--- config.mk ---
export PLATFORM = sky130hd
export DESIGN_NAME = lbus_dma_ctrl
export DESIGN_NICKNAME = d
export VERILOG_FILES = /design/src/rtl/lbus_pkg.sv /design/src/rtl/lbus_ctrl.sv /design/src/rtl/lbus_dpath.sv /design/src/rtl/lbus_dma_ctrl.sv
export SDC_FILE = /design/constraint.sdc
export NUM_CORES = 1
export LEC_CHECK = 0
export ABC_AREA = 1
export BUFFER_PORTS_ARGS = -buffer_cell sky130_fd_sc_hd__clkbuf_2
export CAP_MARGIN = 20
export CORE_AREA = 4 4 41 43
export CTS_CLUSTER_SIZE = 12
export DETAILED_ROUTE_END_ITERATION = 16
export DIE_AREA = 0 0 45 47
export HOLD_SLACK_MARGIN = 0.03
export PLACE_DENSITY = 0.64
export SLEW_MARGIN = 10
export SYNTH_ARGS = -nofsm -noshare
export SYNTH_HDL_FRONTEND = slang
export SYNTH_SLANG_ARGS = --single-unit
--- constraint.sdc ---
create_clock -name clk -period 1.4 [get_ports clk]
set_clock_uncertainty 0.1 [all_clocks]
set_input_delay 0.28 -clock clk [delete_from_list [all_inputs] [get_ports clk]]
set_output_delay 0.28 -clock clk [all_outputs]
set_load 0.1 [all_outputs]
--- src/rtl/lbus_pkg.sv ---
package lbus_pkg;

  typedef enum logic [2:0] {
    ST_IDLE  = 3'd0,
    ST_HOLD  = 3'd1,
    ST_DMARD = 3'd2,
    ST_SWR   = 3'd3,
    ST_DONE  = 3'd4
  } busState_e;

  // strobes from control to datapath, describing the state being entered
  typedef struct packed {
    logic busOwn;   // controller owns the local bus
    logic dmaRd;    // burst read active
    logic sglWr;    // single write active
    logic capSel;   // latch the bank select this edge
  } ctrlStrobe_t;

endpackage

--- src/rtl/lbus_ctrl.sv ---
module lbus_ctrl
  import lbus_pkg::*;
(
  input  logic        clk,
  input  logic        rstN,
  input  logic        holdReq,
  input  logic        adsN,
  input  logic        wrNrd,
  input  logic        blastN,
  output ctrlStrobe_t strobe
);

  busState_e stateQ, stateNext;

  always_comb begin
    stateNext = stateQ;
    unique case (stateQ)
      ST_IDLE:  if (holdReq) stateNext = ST_HOLD;
      ST_HOLD: begin
        if (!holdReq)            stateNext = ST_IDLE;
        else if (!adsN && !wrNrd) stateNext = ST_DMARD;
        else if (!adsN && wrNrd)  stateNext = ST_SWR;
      end
      ST_DMARD: if (!blastN) stateNext = ST_DONE;
      ST_SWR:   if (!blastN) stateNext = ST_DONE;
      ST_DONE: begin
        if (!holdReq)     stateNext = ST_IDLE;
        else if (!blastN) stateNext = ST_HOLD;
      end
      default: stateNext = ST_IDLE;
    endcase
  end

  always_ff @(posedge clk or negedge rstN) begin
    if (!rstN) stateQ <= ST_IDLE;
    else       stateQ <= stateNext;
  end

  always_comb begin
    strobe.busOwn = (stateNext != ST_IDLE);
    strobe.dmaRd  = (stateNext == ST_DMARD);
    strobe.sglWr  = (stateNext == ST_SWR);
    strobe.capSel = (stateQ == ST_HOLD) && (stateNext == ST_DMARD);
  end

  p_idle_to_hold_r2: assert property (@(posedge clk) disable iff (!rstN)
    (stateQ == ST_IDLE && holdReq) |=> (stateQ == ST_HOLD));

  p_idle_stay_r2: assert property (@(posedge clk) disable iff (!rstN)
    (stateQ == ST_IDLE && !holdReq) |=> (stateQ == ST_IDLE));

  p_burst_hold_r4: assert property (@(posedge clk) disable iff (!rstN)
    (stateQ == ST_DMARD && blastN) |=> (stateQ == ST_DMARD));

  p_burst_end_r5: assert property (@(posedge clk) disable iff (!rstN)
    (stateQ == ST_DMARD && !blastN) |=> (stateQ == ST_DONE));

  p_write_hold_r7: assert property (@(posedge clk) disable iff (!rstN)
    (stateQ == ST_SWR && blastN) |=> (stateQ == ST_SWR));

  p_done_release_r8: assert property (@(posedge clk) disable iff (!rstN)
    (stateQ == ST_DONE && !holdReq) |=> (stateQ == ST_IDLE));

  p_hold_drop_r9: assert property (@(posedge clk) disable iff (!rstN)
    (stateQ == ST_HOLD && !holdReq) |=> (stateQ == ST_IDLE));

endmodule

--- src/rtl/lbus_dpath.sv ---
module lbus_dpath
  import lbus_pkg::*;
#(
  parameter int BANKS = 2
) (
  input  logic             clk,
  input  logic             rstN,
  input  ctrlStrobe_t      strobe,
  input  logic [BANKS-1:0] addrSel,
  output logic             holdAck,
  output logic             readyN,
  output logic [BANKS-1:0] bankRenN
);

  logic [BANKS-1:0] selQ, selDecoded, selNext;

  assign selDecoded = $onehot(addrSel) ? addrSel : '0;
  assign selNext    = strobe.capSel ? selDecoded : selQ;

  always_ff @(posedge clk or negedge rstN) begin
    if (!rstN) begin
      selQ    <= '0;
      holdAck <= 1'b0;
      readyN  <= 1'b1;
    end else begin
      selQ    <= selNext;
      holdAck <= strobe.busOwn;
      readyN  <= !(strobe.dmaRd || strobe.sglWr);
    end
  end

  for (genvar k = 0; k < BANKS; k++) begin : g_bank
    always_ff @(posedge clk or negedge rstN) begin
      if (!rstN) bankRenN[k] <= 1'b1;
      else       bankRenN[k] <= !(strobe.dmaRd && selNext[k]);
    end
  end

  p_one_bank_r10: assert property (@(posedge clk) disable iff (!rstN)
    $onehot0(~bankRenN));

  p_ren_with_ready_r10: assert property (@(posedge clk) disable iff (!rstN)
    !(&bankRenN) |-> !readyN);

  p_bank_steady_r6: assert property (@(posedge clk) disable iff (!rstN)
    (!(&bankRenN) && !(&$past(bankRenN))) |-> $stable(bankRenN));

  p_ready_owns_bus_r3: assert property (@(posedge clk) disable iff (!rstN)
    !readyN |-> holdAck);

endmodule

--- src/rtl/lbus_dma_ctrl.sv ---
module lbus_dma_ctrl
  import lbus_pkg::*;
#(
  parameter int BANKS = 2
) (
  input  logic             clk,
  input  logic             rstN,
  input  logic             holdReq,
  input  logic             adsN,
  input  logic             wrNrd,
  input  logic             blastN,
  input  logic [BANKS-1:0] addrSel,
  output logic             holdAck,
  output logic             readyN,
  output logic [BANKS-1:0] bankRenN
);

  ctrlStrobe_t strobe;

  lbus_ctrl u_ctrl (
    .clk     (clk),
    .rstN    (rstN),
    .holdReq (holdReq),
    .adsN    (adsN),
    .wrNrd   (wrNrd),
    .blastN  (blastN),
    .strobe  (strobe)
  );

  lbus_dpath #(.BANKS(BANKS)) u_dpath (
    .clk      (clk),
    .rstN     (rstN),
    .strobe   (strobe),
    .addrSel  (addrSel),
    .holdAck  (holdAck),
    .readyN   (readyN),
    .bankRenN (bankRenN)
  );

endmodule

==> results of run 1 <==
layout make-up:
type / instances / area, µm²
Clock buffer: 4 / 26.3
Timing Repair Buffer: 14 / 140
Fill cell: 125 / 581
Inverter: 12 / 45.0
Tap cell: 15 / 18.8
Multi-Input combinational cell: 36 / 259
Sequential cell: 9 / 231
cells in the mapped netlist (all sizes together):
master	n	share of area [%]
inv	12	8.9
nand2	12	11
nand3	10	12
dfrtp	6	30
nor2	6	10
dfstp	3	16
nand4	3	4.9
o21ai	2	2.0
nor3	1	3.2
o31ai	1	1.5
or2	1	1.2
logic make-up (layout without fill, tap and decap cells):
family          after synthesis  count (layout)  synth area share (%)
simple gates                 33              33                  42.6
buf+inv                      12              30                  8.87
flops                         9               9                  45.1
compound gates                3               3                  3.45
routing by layer:
metal | part of all wire [%] | global-route usage [%] | wire length [µm] | vias to the layer above
met5 | 0 | 0 | 0 | -
met1 | 40 | 11.2 | 380 | 188
met3 | 4.7 | 2.30 | 45 | 2
met4 | 0.94 | 7.02 | 9 | 0
met2 | 54 | 19.5 | 522 | 7
li1 | - | - | - | 218
registers in the layout, indices dropped and copies added (netlist names):
signal,flops
u_dpath.holdAck,1
u_dpath.bankRenN,2
u_dpath.selQ,2
u_ctrl.stateQ,3
u_dpath.readyN,1
power by group through the flow:
stage	logic, mW	registers, mW	clock network, mW
4_1_cts	0.211	0.311	0.202
2_1_floorplan	0.0903	0.362	0
3_5_place_dp	0.207	0.315	0
5_1_grt	0.239	0.318	0.214
6_report	0.220	0.315	0.194
3_3_place_gp	0.204	0.314	0
cell usage in the layout (no fill, tap or decap):
master,Yosys,routed
inv_2,5,5
dlygate4sd3_1,0,1
clkbuf_1,0,1
nand4_1,2,2
nor2_1,2,2
nand2_4,1,1
dfrtp_2,0,2
buf_12,0,4
buf_4,0,2
clkbuf_4,0,3
nand4_2,1,1
nor2_2,2,1
nor3_4,1,1
nand3_1,9,7
dfrtp_1,6,4
or2_2,1,1
o21ai_1,2,2
o31ai_1,1,1
nand2_2,1,5
nand2_1,10,6
clkbuf_2,0,7
dfstp_2,3,3
nor2_4,1,2
nor2_8,1,1
inv_1,7,7
nand3_2,0,2
nand3_4,1,1
how the worst max path moves through the flow:
stage	startpoint	to	slack [ns]
after global routing	u_ctrl.stateQ[1]$_DFF_PN0_	u_dpath.selQ[0]$_DFF_PN0_	-0.02
after detailed placement	u_ctrl.stateQ[0]$_DFF_PN0_	u_dpath.selQ[1]$_DFF_PN0_	0.07
after floorplan	u_dpath.holdAck$_DFF_PN0_	holdAck	0.14
after CTS	u_dpath.bankRenN[1]$_DFF_PN1_	bankRenN[1]	0.05
final	u_dpath.bankRenN[1]$_DFF_PN1_	bankRenN[1]	0.06
after global placement	u_ctrl.stateQ[0]$_DFF_PN0_	u_dpath.selQ[0]$_DFF_PN0_	0.10
what timing repair did:
action | CTS | global route
hold endpoints to repair | 9 | 0
setup endpoints to repair | 0 | 4
hold buffers | 1 | 0
resized for setup | 0 | 9
setup buffers | 0 | 2
==> impl_metrics.json, run 1 <==
{
  "min_period_ns": 1.34,
  "grt_max_degree": 10,
  "max_freq_mhz": 744,
  "clockBufferDepth": 2,
  "slew_violations": 0,
  "gp_congestion": 0.787,
  "dieArea_um2": 2120,
  "row_count": 13,
  "p_seq_share_pct": 43.2,
  "reg2reg_depth": 8,
  "htreeDepth": 1,
  "overflow": 0,
  "cts_sinks": 9,
  "avgViaCountPerCell": 4.61,
  "drive_gt1_share_pct": 56.0,
  "antenna_found_initial": 0,
  "instances_no_fill": 90,
  "cp-start-kind": "register",
  "rr_endpoint": "u_dpath.selQ[0]$_DFF_PN0_",
  "setup_violations": 0,
  "fp.coreArea_um2": 1300,
  "switchingPower_mw": 0.247,
  "num_vias": 415,
  "grt_usage_pct": 10.8,
  "post_dp_cell_area_um2": 642,
  "cts_buffers": 3,
  "max-slew-margin-rel_pct": 81.4,
  "required_ns": 1.02,
  "start_util_pct": 39.0,
  "finish.utilization_pct": 55.4,
  "crit_cells": 1,
  "pre_cts_slack_ns": 0.0691,
  "hold_class": "in2reg",
  "io_pins": 12,
  "cpLargestDelayFamily": "flip-flops",
  "finalSetupTns_ns": 0,
  "drtPass1Iterations": 1,
  "cts.clk_slew.worst_paths_ns": 0.06,
  "die_w_um": 45,
  "drtIter0Drc": 0,
  "setup_slack_ns": 0.0564,
  "combPwrFrac_pct": 30.1,
  "numPortBuffers": 11,
  "syn2layout_area_growth_pct": 41.9,
  "critical_path_class": "reg2out",
  "crit_buf_inv": 1,
  "powerDensity_nw_per_um2": 1010,
  "worstSetupEndpointType": "output pin",
  "maxCapViolations": 0,
  "power_mw": 0.729,
  "final_nets": 84,
  "grt_pass1_wl_um": 1590,
  "dp.cells": 83,
  "ys_seq_area_share_pct": 45.1,
  "cts_tree": "yes",
  "tightest_slew_ns": 0.277,
  "clk_latency_ns": 0.25,
  "cp.arrival_ns": 0.96,
  "min_path_cells": 2,
  "holdWs_ns": 0.176,
  "synthesis.nets": 65,
  "rsz0062_at_grt": "yes",
  "min_to": "u_ctrl.stateQ[2]$_DFF_PN0_",
  "slowest_stage": "dfstp_2",
  "drtAntennaViolNets": 0,
  "cp_max_fo": 1,
  "grt_pass1_vias": 411,
  "hpwl_um": 747,
  "drc": 0,
  "cts_root_buf": "clkbuf_4",
  "fin_area_um2": 721,
  "r2r-start": "u_ctrl.stateQ[1]$_DFF_PN0_",
  "p_int_mw": 0.482,
  "max-vdd-ir-drop_mv": 0.547,
  "max_stage_delay_ns": 0.54,
  "wire_per_inst_um": 10.6,
  "routed_wl_um": 958,
  "syn_area_um2": 508,
  "fin_crit_sh_pct": 96.0,
  "n_antenna_cell": 0,
  "leakage_nw": 0.346,
  "p_sw_share_pct": 33.9,
  "yosysUniqueCellTypes": 19,
  "die_y_um": 47,
  "min_from": "blastN",
  "ys_warn_count": 0,
  "outcome": "completed",
  "syn_avg_cell_area_um2": 8.91,
  "synthCells": 57,
  "p_clk_share_pct": 26.6,
  "r2r_setup_slack_ns": 0.07,
  "synth-seq-cells": 9,
  "cp_cell_sequence": "buf_12",
  "finalHoldViolCount": 0
}
Power figures use the tool's default switching activity.
==> run 2: changes to the inputs <==
--- a/config.mk
+++ b/config.mk
@@ -5,7 +5,6 @@
 export SDC_FILE = /design/constraint.sdc
 export NUM_CORES = 1
 export LEC_CHECK = 0
-export ABC_AREA = 1
 export BUFFER_PORTS_ARGS = -buffer_cell sky130_fd_sc_hd__clkbuf_2
 export CAP_MARGIN = 20
 export CORE_AREA = 4 4 41 43
@@ -13,7 +12,7 @@
 export DETAILED_ROUTE_END_ITERATION = 16
 export DIE_AREA = 0 0 45 47
 export HOLD_SLACK_MARGIN = 0.03
-export PLACE_DENSITY = 0.64
+export PLACE_DENSITY = 0.58
 export SLEW_MARGIN = 10
 export SYNTH_ARGS = -nofsm -noshare
 export SYNTH_HDL_FRONTEND = slang
==> run 2 against run 1 <==
Against the previous run:
- the run now ends with negative setup slack left
- sequential cell count did not move
- hold slack improved by 0.013 ns
- final cell count fell by 28%
- global-route usage fell by 2.5 points
- total power rose by 24%
- area after synthesis fell by 15%
- first-iteration DRC count rose by 4
- design area fell by 12%
- die area did not move
- count of clock-buffer cells in the layout did not move
- maximum frequency fell by 6.5%
==> impl_metrics.json, run 2 <==
{
  "outcome": "finished, violations left",
  "violations": "negative setup slack",
  "fp.coreArea_um2": 1300,
  "wire_per_inst_um": 12.0,
  "row_count": 13,
  "worstSetupEndpointType": "register",
  "cp-startpoint": "u_ctrl.stateQ[0]$_DFF_PN0_",
  "grt_pass1_wl_um": 1240,
  "yosys_most_used_dff": "dfrtp_1",
  "powerDensity_nw_per_um2": 1430,
  "slew_violations": 0,
  "syn_area_um2": 433,
  "start_util_pct": 33.3,
  "cts.clk_slew.worst_paths_ns": 0.06,
  "tightest_slew_ns": 0.242,
  "async_reset_ff_share_pct": 100,
  "cts_buffers": 3,
  "routed_wl_um": 781,
  "final_cell_mix": "clkbuf_2, dfrtp_1, buf_12, clkbuf_4, dfstp_2",
  "syn_avg_cell_area_um2": 13.5,
  "max_flop_register": "u_ctrl.stateQ",
  "fillers": 115,
  "largest_reg_flops": 3,
  "required_ns": 1.44,
  "hold_class": "in2reg",
  "rr_endpoint": "u_dpath.selQ[0]$_DFF_PN0_",
  "finalHoldViolCount": 0,
  "critical_path_class": "reg2reg",
  "max-vdd-ir-drop_mv": 0.616,
  "pre_cts_slack_ns": -0.0290,
  "synth_top_area_cell": "dfrtp_1",
  "synthesis.nets": 40,
  "reg2reg_depth": 3,
  "drtAntennaViolNets": 0,
  "drtPass1Iterations": 4,
  "drtIter0Drc": 4,
  "clockBufferDepth": 2,
  "cts_tree": "yes",
  "final_common_cell": "clkbuf_2",
  "cp.arrival_ns": 1.48,
  "grt_max_degree": 10,
  "synth_top_area_share_pct": 34.7,
  "cts_root_buf": "clkbuf_4",
  "ys_seq_area_share_pct": 52.9,
  "io_pins": 12,
  "setup_slack_ns": -0.0373,
  "synth_edf_count": 0,
  "multi_input_area_um2": 214,
  "cts_setup_buffers": 0,
  "clk_latency_ns": 0.26,
  "drc": 0,
  "hpwl_um": 624,
  "avgViaCountPerCell": 4.82,
  "maxCapViolations": 0,
  "min_period_ns": 1.44,
  "synth_area_leaders": "dfrtp_1, dfstp_2, mux2_4",
  "n_antenna_cell": 0,
  "power_mw": 0.904,
  "grt_pass1_vias": 319,
  "cp_max_fo": 3,
  "leakage_nw": 0.299,
  "antenna_found_initial": 0,
  "cts_sinks": 9,
  "syn2layout_area_growth_pct": 46.0,
  "num_vias": 313,
  "fin_crit_sh_pct": 103,
  "die_y_um": 47,
  "grt_usage_pct": 8.30,
  "max-slew-margin-rel_pct": 83.8,
  "dieArea_um2": 2120,
  "die_w_um": 45,
  "cp-endpoint": "u_dpath.selQ[0]$_DFF_PN0_",
  "yosysUniqueCellTypes": 19,
  "gp_congestion": 0.881,
  "r2r_setup_slack_ns": -0.04,
  "overflow": 0,
  "largestRegisters": "u_ctrl.stateQ (3), u_dpath.bankRenN (2), u_dpath.selQ (2)",
  "yosysMostFrequentCell": "dfrtp_1",
  "synth_commonest_cells": "dfrtp_1, dfstp_2",
  "final_nets": 59,
  "synth-seq-cells": 9,
  "cp-start-kind": "register",
  "ys_warn_count": 0,
  "seq_area_um2": 229,
  "numPortBuffers": 11,
  "drive_gt1_share_pct": 56.0,
  "r2r-start": "u_ctrl.stateQ[0]$_DFF_PN0_",
  "max_freq_mhz": 696,
  "htreeDepth": 1,
  "synthCells": 32,
  "setup_violations": 2,
  "rsz0062_at_grt": "yes",
  "holdWs_ns": 0.189
}
## run 2: what timing repair did
item	in CTS	in global routing
gates resized for setup	0	3
endpoints found under the setup margin	4	6
hold buffers	1	0
hold endpoints to repair	9	0
## run 2: worst min path at each step
stage / end / start / cells after the start / slack [ns]
after floorplan: u_ctrl.stateQ[0]$_DFF_PN0_ / rstN / 0 / -0.12
after global placement: u_dpath.holdAck$_DFF_PN0_ / rstN / 1 / 0.04
after detailed placement: u_ctrl.stateQ[1]$_DFF_PN0_ / rstN / 1 / 0.04
after CTS: u_ctrl.stateQ[2]$_DFF_PN0_ / blastN / 2 / 0.19
after global routing: u_ctrl.stateQ[2]$_DFF_PN0_ / blastN / 2 / 0.18
final: u_ctrl.stateQ[2]$_DFF_PN0_ / blastN / 2 / 0.19
## run 2: critical path, stage by stage, from the launching register on
cell and delay, ns:
dfrtp_1 0.36, or3b_4 0.39, nand2b_4 0.17, mux2_4 0.30
## run 2: area by class of cell
cell class              instances  share of cell area (%)
well taps                      15                    2.97
clock buffers                   4                    4.16
multi-input cells              22                    33.9
inverters                       1                   0.594
repair buffers                 14                    22.2
flip-flops and latches          9                    36.2
## run 2: cells by family after synthesis
family | Yosys count | share of synthesized area, %
AND/OR/NAND/NOR | 13 | 24.9
flip-flops | 9 | 52.9
multiplexers | 5 | 14.5
buffers and inverters | 1 | 0.866
AO/OA/AOI/OAI | 4 | 6.94
## run 2: per-stage QoR
| step | utilization [%] | instance area, µm² | std cells | setup TNS [ns] |
|---|---|---|---|---|
| global route | 48.6 | 632 | 65 | -0.125 |
| floorplan | - | 433 | 32 | 0 |
| detailed placement | 44.7 | 582 | 60 | -0.0566 |
| CTS | 47.5 | 618 | 65 | -0.0833 |
| finish | 48.6 | 632 | 65 | -0.0721 |
| global placement | 44.7 | 582 | 60 | -0.0684 |
## run 2: power breakdown
part / internal, mW / leakage, nW / switching [mW] / total, mW
clock: 0.110 / 0.0150 / 0.0879 / 0.198
sequential: 0.313 / 0.109 / 0.0426 / 0.355
combinational: 0.169 / 0.176 / 0.183 / 0.352
## run 2: per-layer routing
metal  vias to the layer above  track usage, %  routed length (µm)
li1                        153               -                   -
met1                       143            9.37                 349
met2                        15            13.8                 355
met3                         2            3.45                  67
met4                         0            3.51                   9
met5                         -               0                   0
==> run 3: changes to the inputs <==
--- a/config.mk
+++ b/config.mk
@@ -12,7 +12,7 @@
 export DETAILED_ROUTE_END_ITERATION = 16
 export DIE_AREA = 0 0 45 47
 export HOLD_SLACK_MARGIN = 0.03
-export PLACE_DENSITY = 0.58
+export RECOVER_POWER = 25
 export SLEW_MARGIN = 10
 export SYNTH_ARGS = -nofsm -noshare
 export SYNTH_HDL_FRONTEND = slang
==> run 3 against run 2 <==
Against the previous run:
- the flow now finishes without violations
- maximum frequency is 3.0% higher
- die area stayed put
- non-clock buffer count increased by 1
- design area up 0.99%
- total power is 0.24% lower
- hold slack got worse by 0.0099 ns
- worst setup slack gained 0.042 ns
- utilization up 0.48 points
- routed wire length rose by 1.9%
- count of clock-buffer cells in the layout is the same
- via count decreased by 3.2%
==> impl_metrics.json, run 3 (synthesis results as in run 2) <==
{
  "outcome": "completed",
  "antenna_found_initial": 0,
  "hpwl_um": 608,
  "cts_setup_buffers": 0,
  "maxCapViolations": 0,
  "setup_slack_ns": 0.00480,
  "cp-start-kind": "register",
  "fin_crit_sh_pct": 99.7,
  "r2r_setup_slack_ns": 0.005,
  "drtPass1Iterations": 2,
  "pre_cts_slack_ns": -0.0322,
  "cts_buffers": 3,
  "clockBufferDepth": 2,
  "dp.cells": 61,
  "cts_sinks": 9,
  "start_util_pct": 33.3,
  "overflow": 0,
  "fillers": 129,
  "leakage_nw": 0.302,
  "max_freq_mhz": 717,
  "rsz0062_at_grt": "yes",
  "die_y_um": 47,
  "die_w_um": 45,
  "row_count": 13,
  "finalHoldViolCount": 0,
  "dieArea_um2": 2120,
  "routed_wl_um": 796,
  "drtIter0Drc": 2,
  "grt_pass1_wl_um": 1230,
  "required_ns": 1.43,
  "tightest_slew_ns": 0.466,
  "grt_max_degree": 10,
  "numPortBuffers": 11,
  "critical_path_class": "reg2reg",
  "fin_area_um2": 638,
  "gp_congestion": 0.703,
  "final_cell_mix": "clkbuf_2, dfrtp_1, buf_12",
  "instances_no_fill": 66,
  "min_period_ns": 1.40,
  "largest_reg_flops": 3,
  "final_nets": 60,
  "grt_pass1_vias": 305,
  "powerDensity_nw_per_um2": 1410,
  "htreeDepth": 1,
  "cp.arrival_ns": 1.43,
  "drive_gt1_share_pct": 54.9,
  "max-slew-margin-rel_pct": 68.9,
  "syn2layout_area_growth_pct": 47.4,
  "max-vdd-ir-drop_mv": 0.642,
  "worstSetupEndpointType": "register",
  "num_vias": 303,
  "cts_root_buf": "clkbuf_4",
  "max_flop_register": "u_ctrl.stateQ",
  "cts_tree": "yes",
  "avgViaCountPerCell": 4.59,
  "n_antenna_cell": 0,
  "cp_max_fo": 2,
  "setup_violations": 0,
  "io_pins": 12,
  "grt_usage_pct": 8.71,
  "drc": 0,
  "largestRegisters": "u_ctrl.stateQ (3), u_dpath.bankRenN (2), u_dpath.selQ (2)",
  "drtAntennaViolNets": 0,
  "hold_class": "in2reg",
  "slew_violations": 0,
  "wire_per_inst_um": 12.1,
  "clk_latency_ns": 0.25,
  "cts.clk_slew.worst_paths_ns": 0.06,
  "fp.coreArea_um2": 1300,
  "post_dp_cell_area_um2": 589
}
==> run 3: cell count changes in the layout (fill, tap and decap cells not counted) <==
cell / previous run / this run
buf_4: 2 / 3
clkbuf_1: 1 / 2
clkbuf_2: 7 / 6
==> run 3: final timing paths <==
check | start | to | cells after the start
worst max-delay path | u_ctrl.stateQ[0]$_DFF_PN0_ | u_dpath.selQ[0]$_DFF_PN0_ | 3
worst min-delay path | blastN | u_ctrl.stateQ[2]$_DFF_PN0_ | 2
worst max register to register | u_ctrl.stateQ[0]$_DFF_PN0_ | u_dpath.selQ[0]$_DFF_PN0_ | 3
worst min register to register | u_dpath.selQ[0]$_DFF_PN0_ | u_dpath.selQ[0]$_DFF_PN0_ | 1
max in group asynchronous | rstN | u_dpath.bankRenN[0]$_DFF_PN1_ | 2
min in group asynchronous | rstN | u_ctrl.stateQ[1]$_DFF_PN0_ | 2
==> run 3: per-stage QoR <==
step / util, % / setup TNS (ns) / power (mW) / hold slack [ns]
after floorplan: - / 0 / 0.571 / -0.116
after global placement: 45.3 / -0.188 / 0.701 / 0.0433
after detailed placement: 45.3 / -0.0828 / 0.703 / 0.0463
after CTS: 48.5 / 0 / 0.907 / 0.171
after global routing: 49.0 / -0.0513 / 0.944 / 0.194
final: 49.0 / 0 / 0.902 / 0.179
==> run 3: power by group <==
group,internal [mW],switching (mW)
Sequential,0.313,0.0396
Clock,0.109,0.0810
Combinational,0.173,0.186
==> run 3: repair_timing <==
action / in CTS / in global routing
endpoints found under the setup margin: 2 / 6
hold buffers: 1 / 0
endpoints found under the hold margin: 9 / 0
gates resized for setup: 1 / 2
pin swaps: 0 / 0
==> run 3: metal layers <==
| layer | track usage, % | wire length [µm] |
|---|---|---|
| met3 | 2.30 | 53 |
| met2 | 13.0 | 367 |
| met5 | 0 | 0 |
| met1 | 9.88 | 362 |
| met4 | 8.77 | 12 |
==> run 3: final cells by class <==
class	count	area, µm²	share of cell area (%)
tap	15	18.8	2.94
multi-input combinational	22	214	33.5
clock buffer	4	26.3	4.12
sequential	9	229	35.9
inverter	1	3.75	0.588
timing repair buffer	15	146	22.9
==> run 3: critical path, stage by stage, from the launching register on <==
cell	delay (ns)
dfrtp_1	0.33
or3b_4	0.39
nand2b_4	0.16
mux2_4	0.30
